<file path="config.mk">
export PLATFORM = sky130hd
export DESIGN_NAME = sdram_refresh_seq
export DESIGN_NICKNAME = d
export VERILOG_FILES = /design/src/rtl/sdram_ref_pkg.sv /design/src/rtl/sdram_ref_timer.sv /design/src/rtl/sdram_ref_debt.sv /design/src/rtl/sdram_ref_fsm.sv /design/src/rtl/sdram_refresh_seq.sv
export SDC_FILE = /design/constraint.sdc
export NUM_CORES = 1
export LEC_CHECK = 0
export BUFFER_PORTS_ARGS = -buffer_cell sky130_fd_sc_hd__buf_2
export CAP_MARGIN = 20
export CELL_PAD_IN_SITES_DETAIL_PLACEMENT = 1
export CELL_PAD_IN_SITES_GLOBAL_PLACEMENT = 1
export CORE_MARGIN = 3
export CORE_UTILIZATION = 45
export DETAILED_ROUTE_END_ITERATION = 8
export PLACE_DENSITY_LB_ADDON = 0.1
export SETUP_SLACK_MARGIN = 0.2
export SLEW_MARGIN = 20
export SYNTH_ARGS = -nofsm -noshare
export SYNTH_HDL_FRONTEND = slang
export SYNTH_HIERARCHICAL = 1
export SYNTH_SLANG_ARGS = --single-unit
export TNS_END_PERCENT = 30
</file>
<file path="constraint.sdc">
create_clock -name clk_i -period 4.4 [get_ports clk_i]
set_input_delay 0.88 -clock clk_i [delete_from_list [all_inputs] [get_ports clk_i]]
set_output_delay 0.88 -clock clk_i [all_outputs]
set_load 0.02 [all_outputs]
</file>
<file path="src/rtl/sdram_ref_pkg.sv">
package sdram_ref_pkg;

  typedef enum logic [2:0] {
    ST_IDLE,
    ST_REF,
    ST_RC_WAIT,
    ST_SR_ENTER,
    ST_SR,
    ST_SR_EXIT,
    ST_CU_REF,
    ST_CU_WAIT
  } seq_state_e;

  typedef enum logic [1:0] {
    OP_NOP,
    OP_REF,
    OP_SR_ENTER
  } seq_op_e;

  typedef struct packed {
    logic cs_n;
    logic ras_n;
    logic cas_n;
    logic we_n;
  } cmd_pins_t;

  localparam cmd_pins_t PINS_NOP = '{cs_n: 1'b0, ras_n: 1'b1, cas_n: 1'b1, we_n: 1'b1};
  localparam cmd_pins_t PINS_REF = '{cs_n: 1'b0, ras_n: 1'b0, cas_n: 1'b0, we_n: 1'b1};

endpackage

</file>
<file path="src/rtl/sdram_ref_timer.sv">
module sdram_ref_timer #(
  parameter int T_REFI = 2600
) (
  input  logic clk_i,
  input  logic rst_ni,
  input  logic clear_i,
  output logic tick_o
);
  localparam int W = (T_REFI > 2) ? $clog2(T_REFI) : 1;
  localparam logic [W-1:0] LAST = W'(T_REFI - 1);

  logic [W-1:0] cnt_q;

  always_ff @(posedge clk_i or negedge rst_ni) begin
    if (!rst_ni)                     cnt_q <= '0;
    else if (clear_i || cnt_q == LAST) cnt_q <= '0;
    else                             cnt_q <= cnt_q + 1'b1;
  end

  assign tick_o = (cnt_q == LAST);

  // obligations never arrive on adjacent edges
  a_r1_tick_spaced: assert property (@(posedge clk_i) disable iff (!rst_ni)
    tick_o |=> !tick_o);

endmodule

</file>
<file path="src/rtl/sdram_ref_debt.sv">
module sdram_ref_debt #(
  parameter int MAX_POSTPONE = 8
) (
  input  logic clk_i,
  input  logic rst_ni,
  input  logic clear_i,
  input  logic inc_i,
  input  logic dec_i,
  output logic owed_o,
  output logic urgent_o
);
  localparam int W = $clog2(MAX_POSTPONE + 1);
  localparam logic [W-1:0] CAP = W'(MAX_POSTPONE);

  logic [W-1:0] cnt_q;

  always_ff @(posedge clk_i or negedge rst_ni) begin
    if (!rst_ni) begin
      cnt_q <= '0;
    end else if (clear_i) begin
      cnt_q <= '0;
    end else begin
      unique case ({inc_i, dec_i})
        2'b10:   if (cnt_q != CAP) cnt_q <= cnt_q + 1'b1;
        2'b01:   if (cnt_q != '0)  cnt_q <= cnt_q - 1'b1;
        default: cnt_q <= cnt_q;
      endcase
    end
  end

  assign owed_o   = (cnt_q != '0);
  assign urgent_o = (cnt_q == CAP);

  // limit flag only drops through an issued refresh or a clear
  a_r4_urgent_hold: assert property (@(posedge clk_i) disable iff (!rst_ni)
    urgent_o && !dec_i && !clear_i |=> urgent_o);

  // issuing is only possible while something is owed
  a_r4_dec_owed: assert property (@(posedge clk_i) disable iff (!rst_ni)
    dec_i |-> owed_o);

endmodule

</file>
<file path="src/rtl/sdram_ref_fsm.sv">
module sdram_ref_fsm
  import sdram_ref_pkg::*;
#(
  parameter int T_RC      = 10,
  parameter int T_RAS     = 7,
  parameter int CATCHUP_N = 4096
) (
  input  logic    clk_i,
  input  logic    rst_ni,
  input  logic    owed_i,
  input  logic    pd_req_i,
  input  logic    gnt_i,
  output logic    req_o,
  output logic    own_o,
  output logic    cke_o,
  output logic    issue_o,
  output logic    clear_o,
  output seq_op_e op_o
);
  localparam int WMAX = (T_RC > T_RAS) ? T_RC : T_RAS;
  localparam int WW   = $clog2(WMAX + 1);
  localparam int CW   = $clog2(CATCHUP_N + 1);
  localparam int LW   = $clog2(T_RAS + 1);
  localparam logic [WW-1:0] RC_LAST   = WW'(T_RC - 2);
  localparam logic [WW-1:0] WAKE_LAST = WW'(T_RC - 1);
  localparam logic [WW-1:0] RES_MIN   = WW'(T_RAS - 2);
  localparam logic [WW-1:0] W_SAT     = WW'(WMAX);
  localparam logic [CW-1:0] CU_LAST   = CW'(CATCHUP_N);
  localparam logic [LW-1:0] LO_MIN    = LW'(T_RAS);

  seq_state_e    state_q, state_d;
  logic [WW-1:0] wcnt_q;
  logic [CW-1:0] cu_q;
  logic          exit_q;
  logic          rc_done, cu_done, in_sr, leave_ok;

  assign rc_done  = (wcnt_q == RC_LAST);
  assign cu_done  = (cu_q == CU_LAST);
  assign in_sr    = (state_q == ST_SR_ENTER) || (state_q == ST_SR);
  assign leave_ok = (exit_q || !pd_req_i) && (wcnt_q >= RES_MIN);

  always_comb begin
    state_d = state_q;
    unique case (state_q)
      ST_IDLE: begin
        if (gnt_i && owed_i)        state_d = ST_REF;
        else if (gnt_i && pd_req_i) state_d = ST_SR_ENTER;
      end
      ST_REF:     state_d = ST_RC_WAIT;
      ST_RC_WAIT: begin
        if (rc_done) begin
          if (owed_i)        state_d = ST_REF;
          else if (pd_req_i) state_d = ST_SR_ENTER;
          else               state_d = ST_IDLE;
        end
      end
      ST_SR_ENTER: state_d = ST_SR;
      ST_SR:       if (leave_ok) state_d = ST_SR_EXIT;
      ST_SR_EXIT:  if (wcnt_q == WAKE_LAST) state_d = ST_CU_REF;
      ST_CU_REF:   state_d = ST_CU_WAIT;
      ST_CU_WAIT: begin
        if (rc_done) state_d = cu_done ? ST_IDLE : ST_CU_REF;
      end
      default:     state_d = ST_IDLE;
    endcase
  end

  always_ff @(posedge clk_i or negedge rst_ni) begin
    if (!rst_ni) begin
      state_q <= ST_IDLE;
      wcnt_q  <= '0;
      cu_q    <= '0;
      exit_q  <= 1'b0;
    end else begin
      state_q <= state_d;
      // per-state dwell counter, restarts on every transition
      if (state_d != state_q)  wcnt_q <= '0;
      else if (wcnt_q != W_SAT) wcnt_q <= wcnt_q + 1'b1;
      if (state_q == ST_SR_EXIT)    cu_q <= '0;
      else if (state_q == ST_CU_REF) cu_q <= cu_q + 1'b1;
      // queued exit: a withdrawal is remembered until the exit happens
      if (!in_sr)         exit_q <= 1'b0;
      else if (!pd_req_i) exit_q <= 1'b1;
    end
  end

  assign own_o   = (state_q != ST_IDLE);
  assign req_o   = own_o || owed_i || pd_req_i;
  assign cke_o   = !in_sr;
  assign issue_o = (state_q == ST_REF);
  assign clear_o = (state_q == ST_CU_WAIT) && rc_done && cu_done;

  always_comb begin
    unique case (state_q)
      ST_REF, ST_CU_REF: op_o = OP_REF;
      ST_SR_ENTER:       op_o = OP_SR_ENTER;
      default:           op_o = OP_NOP;
    endcase
  end

  // low-time checker for R8
  logic [LW-1:0] lo_run_q;
  always_ff @(posedge clk_i or negedge rst_ni) begin
    if (!rst_ni)              lo_run_q <= '0;
    else if (cke_o)           lo_run_q <= '0;
    else if (lo_run_q != LO_MIN) lo_run_q <= lo_run_q + 1'b1;
  end

  a_r8_min_low: assert property (@(posedge clk_i) disable iff (!rst_ni)
    $rose(cke_o) |-> (lo_run_q == LO_MIN));

  a_r5_own_after_grant: assert property (@(posedge clk_i) disable iff (!rst_ni)
    $rose(own_o) |-> $past(gnt_i));

  a_r7_low_while_requested: assert property (@(posedge clk_i) disable iff (!rst_ni)
    !cke_o && pd_req_i && !exit_q |=> !cke_o);

endmodule

</file>
<file path="src/rtl/sdram_refresh_seq.sv">
module sdram_refresh_seq
  import sdram_ref_pkg::*;
#(
  parameter int T_REFI       = 2600,
  parameter int T_RC         = 10,
  parameter int T_RAS        = 7,
  parameter int MAX_POSTPONE = 8,
  parameter int CATCHUP_N    = 4096
) (
  input  logic clk_i,
  input  logic rst_ni,
  input  logic pd_req_i,
  input  logic gnt_i,
  output logic req_o,
  output logic urgent_o,
  output logic own_o,
  output logic cke_o,
  output logic cs_n_o,
  output logic ras_n_o,
  output logic cas_n_o,
  output logic we_n_o
);
  logic      tick, clear, issue, owed;
  seq_op_e   op;
  cmd_pins_t pins;

  sdram_ref_timer #(.T_REFI(T_REFI)) u_timer (
    .clk_i  (clk_i),
    .rst_ni (rst_ni),
    .clear_i(clear),
    .tick_o (tick)
  );

  sdram_ref_debt #(.MAX_POSTPONE(MAX_POSTPONE)) u_debt (
    .clk_i   (clk_i),
    .rst_ni  (rst_ni),
    .clear_i (clear),
    .inc_i   (tick),
    .dec_i   (issue),
    .owed_o  (owed),
    .urgent_o(urgent_o)
  );

  sdram_ref_fsm #(
    .T_RC     (T_RC),
    .T_RAS    (T_RAS),
    .CATCHUP_N(CATCHUP_N)
  ) u_fsm (
    .clk_i   (clk_i),
    .rst_ni  (rst_ni),
    .owed_i  (owed),
    .pd_req_i(pd_req_i),
    .gnt_i   (gnt_i),
    .req_o   (req_o),
    .own_o   (own_o),
    .cke_o   (cke_o),
    .issue_o (issue),
    .clear_o (clear),
    .op_o    (op)
  );

  // self-refresh entry shares the refresh encoding; CKE tells them apart
  assign pins    = (op == OP_NOP) ? PINS_NOP : PINS_REF;
  assign cs_n_o  = pins.cs_n;
  assign ras_n_o = pins.ras_n;
  assign cas_n_o = pins.cas_n;
  assign we_n_o  = pins.we_n;

  a_r2_idle_quiet: assert property (@(posedge clk_i) disable iff (!rst_ni)
    !own_o |-> cke_o && (pins == PINS_NOP));

  a_r3_ref_then_nop: assert property (@(posedge clk_i) disable iff (!rst_ni)
    cke_o && (pins == PINS_REF) |=> (pins == PINS_NOP));

  a_r7_entry_pins: assert property (@(posedge clk_i) disable iff (!rst_ni)
    $fell(cke_o) |-> (pins == PINS_REF) && own_o);

  a_r9_wake_nop: assert property (@(posedge clk_i) disable iff (!rst_ni)
    $rose(cke_o) |-> (pins == PINS_NOP) ##1 (pins == PINS_NOP));

endmodule

</file>
==> flow_summary_export.csv, run 1 <==
group,metric,value,unit
clocking,htreeDepth,2,
floorplan,design.core.area,5200,um^2
setup_path,crit_top_cell,"nor2_1",
routing,firstDrtPassIters,4,
place,port_buffers,9,
clocking,clock_latency,0.30,ns
layout,fin_util,0.499,
global_route,grt_pass1_vias,2008,
global_route,gr-total-overflow,0,
layout,area_delta_synth_final,4.85,%
floorplan,start_util,0.475,
clocking,cts_buffers,5,
setup_path,criticalPathCategory,"register to primary output",
routing,avgRoutedWirePerCell,16.6,um
global_route,grt_pass1_wl,10.2,mm
floorplan,io-pin-count,12,
synthesis,synth_flop_cell,"dfrtp_1",
place,place_area,2510,um^2
layout,final_cells,350,
global_route,grt_usage,0.204,
timing,slew_headroom,0.441,
floorplan,die_h,80.2,um
clocking,cts_tree,"done",
global_route,antenna_found_initial,0,
synthesis,syn_nets,292,
synthesis,synthXorXnorAreaFrac,0.0319,
timing,finalSetupViolCount,0,
routing,num_vias,2052,
clocking,cts.sinks,37,
timing,finClkSkew,0.0116,ns
layout,nNetsFinal,293,
synthesis,synth.avg_cell_area,8.90,um^2
synthesis,synth_edf_count,0,
place,gp_congestion,0.830,
pwr,p_leak,0.00111,uW
layout,diodes,0,
synthesis,synth_top_family_by_area,"simple AND/OR/NAND/NOR gates",
synthesis,synth_fa_ha_area_frac,0.0546,
setup_path,cp_cell_sequence,"inv_1, nand2_1, nor2_1, a21o_1, nor2_1, buf_2",
floorplan,die_w,80.2,um
layout,fin_area,2590,um^2
timing,slew_violations,0,
routing,drt-initial-drc-count,47,
clocking,post_cts_resize_count,0,
global_route,grt_max_degree,38,
layout,drive_gt1_frac,0.118,
synthesis,ys_seq_elements,37,
routing,wl,5.82,mm
setup_path,arrival,2.09,ns
timing,fmax,336,MHz
setup_path,path_delay_family,"flip-flops",
routing,drtAntennaViolNets,0,
setup_path,crit_path_max_fanout,17,
timing,rsz0062_at_grt,"false",
synthesis,synth_area,2470,um^2
pwr,fin_total_pwr,983,uW
setup_path,crit_buf_inv,2,
synthesis,syn-instance-count,278,
clocking,clockBufferDepth,2,
synthesis,synthMuxAreaShare,0.0364,
setup_path,crit_path_max_incr_delay,0.65,ns
routing,drc,0,
timing,fin_crit,2.97,ns
setup_path,start_kind,"register",
synthesis,synth.distinct_cells,60,
synthesis,yosysWarningCount,6,
synthesis,async_reset_ff_frac,1.00,
setup_path,critPathCaptureType,"primary output",
timing,tightest_slew,0.838,ns
run,max-cap-violations,0,
setup_path,required,3.52,ns
synthesis,synth_compound_area_frac,0.180,
pwr,max-vdd-ir-drop,0.260,mV
timing,finalHoldViolCount,0,
outcome,status,"finished, final reports clean",
place,placed_cells,342,
timing,period_share,0.676,
worst_hold_path,hold_class,"register to register",
timing,finalSetupTns,0,ns
clocking,cts.reportedPaths.clkPinSlew,0.08,ns
clocking,clock-root-buffer,"clkbuf_8",
synthesis,synth_simple_gate_area_frac,0.259,
floorplan,fp-row-count,26,
clocking,hold_buffers,0,
setup_path,critical_path.slowest_cell,"dfrtp_1",
place,dpl.hpwl,4.20,mm
synthesis,yosysSeqAreaShare,0.374,
clocking,postCtsSetupBuffers,0,
routing,routed_via_density,5.86,
pwr,p_per_area,379,nW/um^2
floorplan,dieArea,6430,um^2
power breakdown:
part | leakage (uW) | switching [uW] | internal [uW] | total (uW)
Combinational | 0.000581 | 174 | 113 | 286
Sequential | 0.000484 | 81.0 | 370 | 451
Clock | 0.0000439 | 135 | 110 | 245
Total | 0.00111 | 390 | 593 | 983
area by class of cell:
class                      instances  area, um^2
inverter                          14        52.6
fill                             639        2610
tap                               70        87.6
clock inverter                     3        17.5
timing repair buffer               9        45.0
clock buffer                       5        68.8
multi-input combinational        212        1400
sequential                        37         926
synthesized netlist by cell type, drive strengths merged (4+ instances only):
library cell	n	area share
dfrtp	37	0.37
nand2	27	0.041
a21oi	21	0.044
nor2	20	0.030
o21ai	19	0.038
nand3	17	0.036
inv	14	0.021
buf	12	0.035
ha	10	0.051
mux2i	9	0.036
nand2b	6	0.015
nand4	6	0.018
or3	6	0.016
or4	5	0.018
xnor2	5	0.018
a211oi	4	0.012
nor2b	4	0.010
nor3	4	0.0081
o211ai	4	0.014
o31ai	4	0.012
xor2	4	0.014
path summary, 6_finish.rpt:
path | to | startpoint | slack, ns | depth (start not counted)
setup / recovery | ras_n_o | u_fsm/state_q[1] | 1.43 | 6
hold / removal | u_fsm/cu_q[12] | u_fsm/cu_q[12] | 0.47 | 1
setup reg to reg | u_debt/cnt_q[3] | u_fsm/state_q[1] | 1.49 | 9
hold reg to reg | u_fsm/cu_q[12] | u_fsm/cu_q[12] | 0.47 | 1
max in group asynchronous | u_fsm/wcnt_q[3] | rst_ni | 3.19 | 1
min in group asynchronous | u_timer/cnt_q[2] | rst_ni | 0.67 | 1
sequential cells by signal, summed over array words and instances, names as in the netlist:
| signal | count |
|---|---|
| u_fsm/cu_q | 13 |
| u_timer/cnt_q | 12 |
| u_debt/cnt_q | 4 |
| u_fsm/wcnt_q | 4 |
| u_fsm/state_q | 3 |
| u_fsm/exit_q | 1 |
cell usage in the layout (no fill, tap or decap), types with 5 or more instances in the layout:
cell type / netlist / layout
a21oi_1: 20 / 20
buf_2: 6 / 9
clkbuf_8: 0 / 5
dfrtp_1: 37 / 37
ha_1: 10 / 10
inv_1: 14 / 14
mux2i_1: 9 / 9
nand2_1: 27 / 27
nand2b_1: 6 / 6
nand3_1: 16 / 16
nand4_1: 5 / 5
nor2_1: 20 / 20
o21ai_0: 18 / 18
xnor2_1: 5 / 5
stage by stage:
step | hold slack [ns] | worst slack (ns)
3_5_place_dp | 0.471 | 1.51
6_report | 0.469 | 1.43
3_3_place_gp | 0.471 | 1.54
5_1_grt | 0.519 | 1.18
4_1_cts | 0.483 | 1.39
2_1_floorplan | 0.437 | 1.96
kinds of logic after synthesis:
group / after synthesis
flip-flops: 37
multiplexers: 9
adder cells (fa/ha/maj): 11
buffers and inverters: 29
AND/OR/NAND/NOR: 113
other: 2
AO/OA/AOI/OAI: 68
XOR/XNOR: 9
per-layer routing:
layer | vias to the layer above | global-route usage | wire length, um | part of all wire
met5 | - | 0 | 0 | 0
met4 | 0 | 0.0726 | 95 | 0.016
met3 | 10 | 0.0415 | 136 | 0.023
met2 | 21 | 0.321 | 2680 | 0.46
met1 | 1009 | 0.276 | 2900 | 0.50
li1 | 1012 | - | - | -
No activity file was read; power rests on OpenSTA's default activity.
==> run 2: changes to the inputs <==
==> constraint.sdc (replaced) <==
create_clock -name clk_i -period 2.8 [get_ports clk_i]
set_input_delay 0.56 -clock clk_i [delete_from_list [all_inputs] [get_ports clk_i]]
set_output_delay 0.56 -clock clk_i [all_outputs]
set_load 0.02 [all_outputs]
==> flow_summary_export.csv, run 2 (synthesis results as in run 1) <==
group,metric,value,unit
outcome,status,"finished, final reports clean",
routing,firstDrtPassIters,4,
routing,drc,0,
clocking,cts_tree,"done",
timing,fin_crit,2.49,ns
routing,routed_via_density,6.00,
floorplan,io-pin-count,12,
timing,rsz0062_at_grt,"true",
layout,final_cell_mix,"dfrtp_1, nand2_1, nor2_1, a21oi_1, o21ai_0",
place,port_buffers,9,
routing,avgRoutedWirePerCell,17.2,um
setup_path,arrival,1.93,ns
floorplan,dieArea,6430,um^2
timing,period_share,0.890,
timing,finalHoldViolCount,0,
clocking,cts.reportedPaths.clkPinSlew,0.08,ns
timing,finalSetupViolCount,0,
layout,largest_reg_flops,13,
worst_hold_path,hold_class,"primary input to asynchronous set/reset pin",
clocking,cts_buffers,5,
floorplan,design.core.area,5200,um^2
layout,area_delta_synth_final,8.24,%
clocking,htreeDepth,2,
routing,wl,6.15,mm
timing,fmax,401,MHz
floorplan,die_w,80.2,um
floorplan,die_h,80.2,um
setup_path,critPathCaptureType,"primary output",
floorplan,fp-row-count,26,
floorplan,start_util,0.475,
clocking,clockBufferDepth,2,
timing,finClkSkew,0.00827,ns
place,gp_congestion,0.787,
setup_path,start_kind,"register",
layout,drive_gt1_frac,0.143,
run,max-cap-violations,0,
layout,diodes,0,
clocking,postCtsSetupBuffers,0,
global_route,antenna_found_initial,0,
routing,num_vias,2141,
setup_path,crit_path_max_fanout,10,
timing,tightest_slew,0.879,ns
global_route,grt_max_degree,38,
timing,finalSetupTns,0,ns
layout,largest-register,"u_fsm/cu_q",
pwr,p_per_area,633,nW/um^2
timing,slew_headroom,0.414,
layout,reg_top3,"u_fsm/cu_q (13), u_timer/cnt_q (12)",
pwr,max-vdd-ir-drop,0.349,mV
routing,drt-initial-drc-count,70,
place,dpl.hpwl,4.42,mm
clocking,clock_latency,0.29,ns
global_route,grt_pass1_vias,2157,
setup_path,criticalPathCategory,"register to primary output",
clocking,clock-root-buffer,"clkbuf_8",
timing,slew_violations,0,
global_route,grt_usage,0.212,
global_route,grt_pass1_wl,10.7,mm
global_route,gr-total-overflow,0,
layout,nNetsFinal,300,
setup_path,required,2.24,ns
layout,fin_util,0.515,
clocking,cts.sinks,37,
pwr,p_leak,0.00115,uW
routing,drtAntennaViolNets,0,
layout,final_common_cell,"dfrtp_1",
run 2: layout make-up:
class | count | area, um^2
flip-flops and latches | 37 | 926
multi-input cells | 212 | 1400
repair buffers | 16 | 97.6
well taps | 70 | 87.6
inverters | 14 | 52.6
fillers | 648 | 2530
clock inverters | 3 | 46.3
clock buffers | 5 | 68.8
run 2: layer usage:
layer | wire [um] | up-vias | GRT usage
met5 | 0 | - | 0
li1 | - | 1021 | -
met4 | 45 | 0 | 0.0541
met3 | 208 | 4 | 0.0460
met1 | 2760 | 1086 | 0.273
met2 | 3140 | 30 | 0.360
run 2: final timing paths:
check | startpoint | endpoint | slack (ns) | depth (start not counted)
hold reg to reg | u_fsm/cu_q[12] | u_fsm/cu_q[12] | 0.49 | 1
min in group clk_i | u_fsm/cu_q[12] | u_fsm/cu_q[12] | 0.49 | 1
setup reg to reg | u_fsm/wcnt_q[0] | u_timer/cnt_q[4] | 0.51 | 8
max in group asynchronous | rst_ni | u_fsm/cu_q[11] | 1.86 | 1
setup / recovery | u_debt/cnt_q[1] | req_o | 0.31 | 3
hold / removal | rst_ni | u_timer/cnt_q[11] | 0.37 | 1
run 2: timing repair:
action,CTS,global route
hold buffers,0,0
endpoints found under the setup margin,0,2
endpoints found under the hold margin,0,0
resized for setup,0,1
run 2: power breakdown:
| part | total [uW] | switching [uW] | internal (uW) |
|---|---|---|---|
| logic | 574 | 362 | 213 |
| registers | 647 | 63.4 | 583 |
| clock network | 474 | 207 | 267 |
| total | 1700 | 632 | 1060 |
run 2: metrics by stage:
stage          setup WS [ns]  hold WS [ns]  area, um^2  instances  power, uW
6_report               0.307         0.370        2680        357       1700
5_1_grt                0.200         0.431        2680        357       1830
4_1_cts                0.285         0.410        2680        357       1710
3_5_place_dp           0.419         0.480        2560        349       1220
3_3_place_gp           0.533         0.465        2560        349       1220
2_1_floorplan          0.627         0.264        2470        278       1070
run 2: worst max-delay path, stage by stage (launching register included):
cell and delay (ns):
dfrtp_1 0.50, or4_4 0.62, or3_1 0.36, buf_2 0.16
==> run 3: changes to the inputs <==
==> constraint.sdc (replaced) <==
create_clock -name clk_i -period 2.6 [get_ports clk_i]
set_input_delay 0.52 -clock clk_i [delete_from_list [all_inputs] [get_ports clk_i]]
set_output_delay 0.52 -clock clk_i [all_outputs]
set_load 0.02 [all_outputs]
==> flow_summary_export.csv, run 3 (synthesis results as in run 1) <==
group,metric,value,unit
outcome,status,"finished, final reports clean",
layout,final_cell_mix,"dfrtp_1, nand2_1, nor2_1, a21oi_1, o21ai_0",
timing,slew_violations,0,
routing,avgRoutedWirePerCell,17.1,um
clocking,clockBufferDepth,2,
setup_path,crit_path_max_incr_delay,0.57,ns
routing,drt-initial-drc-count,61,
global_route,grt_pass1_vias,2154,
layout,ff_latch_area,928,um^2
layout,reg_top3,"u_fsm/cu_q (13), u_timer/cnt_q (12)",
setup_path,start_kind,"register",
floorplan,die_h,80.2,um
clocking,cts.sinks,37,
pwr,p_per_area,638,nW/um^2
timing,fin_crit,2.37,ns
timing,period_share,0.912,
layout,area_delta_synth_final,7.68,%
routing,drtAntennaViolNets,0,
setup_path,crit_path_max_fanout,9,
layout,nNetsFinal,301,
timing,slew_headroom,0.427,
clocking,clock-root-buffer,"clkbuf_8",
clocking,hold_buffers,0,
routing,wl,6.13,mm
worst_hold_path,hold_class,"primary input to asynchronous set/reset pin",
setup_path,required,2.08,ns
setup_path,critical_path.slowest_cell,"or4_4",
layout,largest_reg_flops,13,
global_route,grt_pass1_wl,10.6,mm
place,dpl.hpwl,4.33,mm
global_route,antenna_found_initial,0,
setup_path,path_delay_family,"simple AND/OR/NAND/NOR gates",
setup_path,r2r_end,"u_debt/cnt_q[3]",
setup_path,critPathCaptureType,"primary output",
routing,num_vias,2118,
timing,fmax,422,MHz
layout,nFillCells,626,
setup_path,rrSetupSlack,0.30,ns
setup_path,r2r-start,"u_timer/cnt_q[2]",
floorplan,dieArea,6430,um^2
timing,rsz0062_at_grt,"true",
timing,finClkSkew,0.00165,ns
layout,final_common_cell,"dfrtp_1",
routing,firstDrtPassIters,4,
place,port_buffers,9,
timing,tightest_slew,0.860,ns
pwr,max-vdd-ir-drop,0.389,mV
floorplan,start_util,0.475,
clocking,cts.reportedPaths.clkPinSlew,0.08,ns
setup_path,arrival,1.85,ns
setup_path,crit_buf_inv,1,
timing,finalHoldViolCount,0,
clocking,cts_buffers,5,
clocking,clock_latency,0.29,ns
floorplan,io-pin-count,12,
timing,worst_slack,0.228,ns
global_route,gr-total-overflow,0,
layout,diodes,0,
clocking,cts_tree,"done",
place,post-place-ws,0.327,ns
routing,routed_via_density,5.92,
floorplan,fp-row-count,26,
layout,multiInputGateArea,1410,um^2
floorplan,die_w,80.2,um
floorplan,design.core.area,5200,um^2
routing,drc,0,
setup_path,reg2reg_depth,8,
setup_path,cp_cell_sequence,"or4_4, or3_1, buf_2",
setup_path,cp.depth,3,
global_route,grt_max_degree,38,
timing,finalSetupViolCount,0,
timing,finalSetupTns,0,ns
run,max-cap-violations,0,
global_route,grt_usage,0.208,
layout,largest-register,"u_fsm/cu_q",
place,gp_congestion,0.766,
pwr,p_leak,0.00114,uW
layout,drive_gt1_frac,0.156,
clocking,htreeDepth,2,
setup_path,criticalPathCategory,"register to primary output",
[run 3: layout make-up]
type / count / area share
clock inverter: 3 / 0.00657
multi-input combinational: 212 / 0.527
clock buffer: 5 / 0.0258
tap: 70 / 0.0329
sequential: 37 / 0.348
timing repair buffer: 17 / 0.0394
inverter: 14 / 0.0197
[run 3: worst max-delay path by stage]
stage,slack (ns),end,start
after global placement,0.34,u_debt/cnt_q[3],u_timer/cnt_q[3]
after CTS,0.21,req_o,u_debt/cnt_q[0]
after floorplan,0.43,u_debt/cnt_q[2],u_fsm/state_q[1]
after detailed placement,0.33,u_debt/cnt_q[3],u_timer/cnt_q[3]
after global routing,0.16,req_o,u_debt/cnt_q[0]
final,0.23,req_o,u_debt/cnt_q[0]
[run 3: power by group]
group	total [uW]	internal (uW)	switching [uW]
Clock	404	185	219
Sequential	698	628	69.3
Combinational	598	220	378
Total	1700	1030	667
[run 3: timing repair]
item,in CTS,in global routing
gates resized for setup,2,2
setup endpoints to repair,1,15
buffers inserted,1,0
[run 3: worst register-to-register path: stages (launching register included)]
cell and delay (ns):
dfrtp_1 0.46, and4bb_2 0.27, and4_1 0.23, nor2b_1 0.38, ha_1 0.38, o21ai_0 0.11
nand3b_1 0.10, o2111ai_1 0.09, o221ai_1 0.14
[run 3: through the flow]
step	instances	hold slack, ns	instance area, um^2	util	power (uW)
2_1_floorplan	278	0.224	2470	-	1150
3_3_place_gp	349	0.473	2560	0.492	1300
3_5_place_dp	349	0.468	2560	0.492	1300
4_1_cts	358	0.356	2660	0.511	1720
5_1_grt	358	0.384	2670	0.512	1830
6_report	358	0.340	2670	0.512	1700
[run 3: metal layers]
layer  part of all wire  global-route usage  vias up
li1                   -                   -     1035
met1               0.47               0.280     1052
met2               0.49               0.345       26
met3              0.025              0.0336        5
met4              0.011              0.0557        0
met5                  0                   0        -
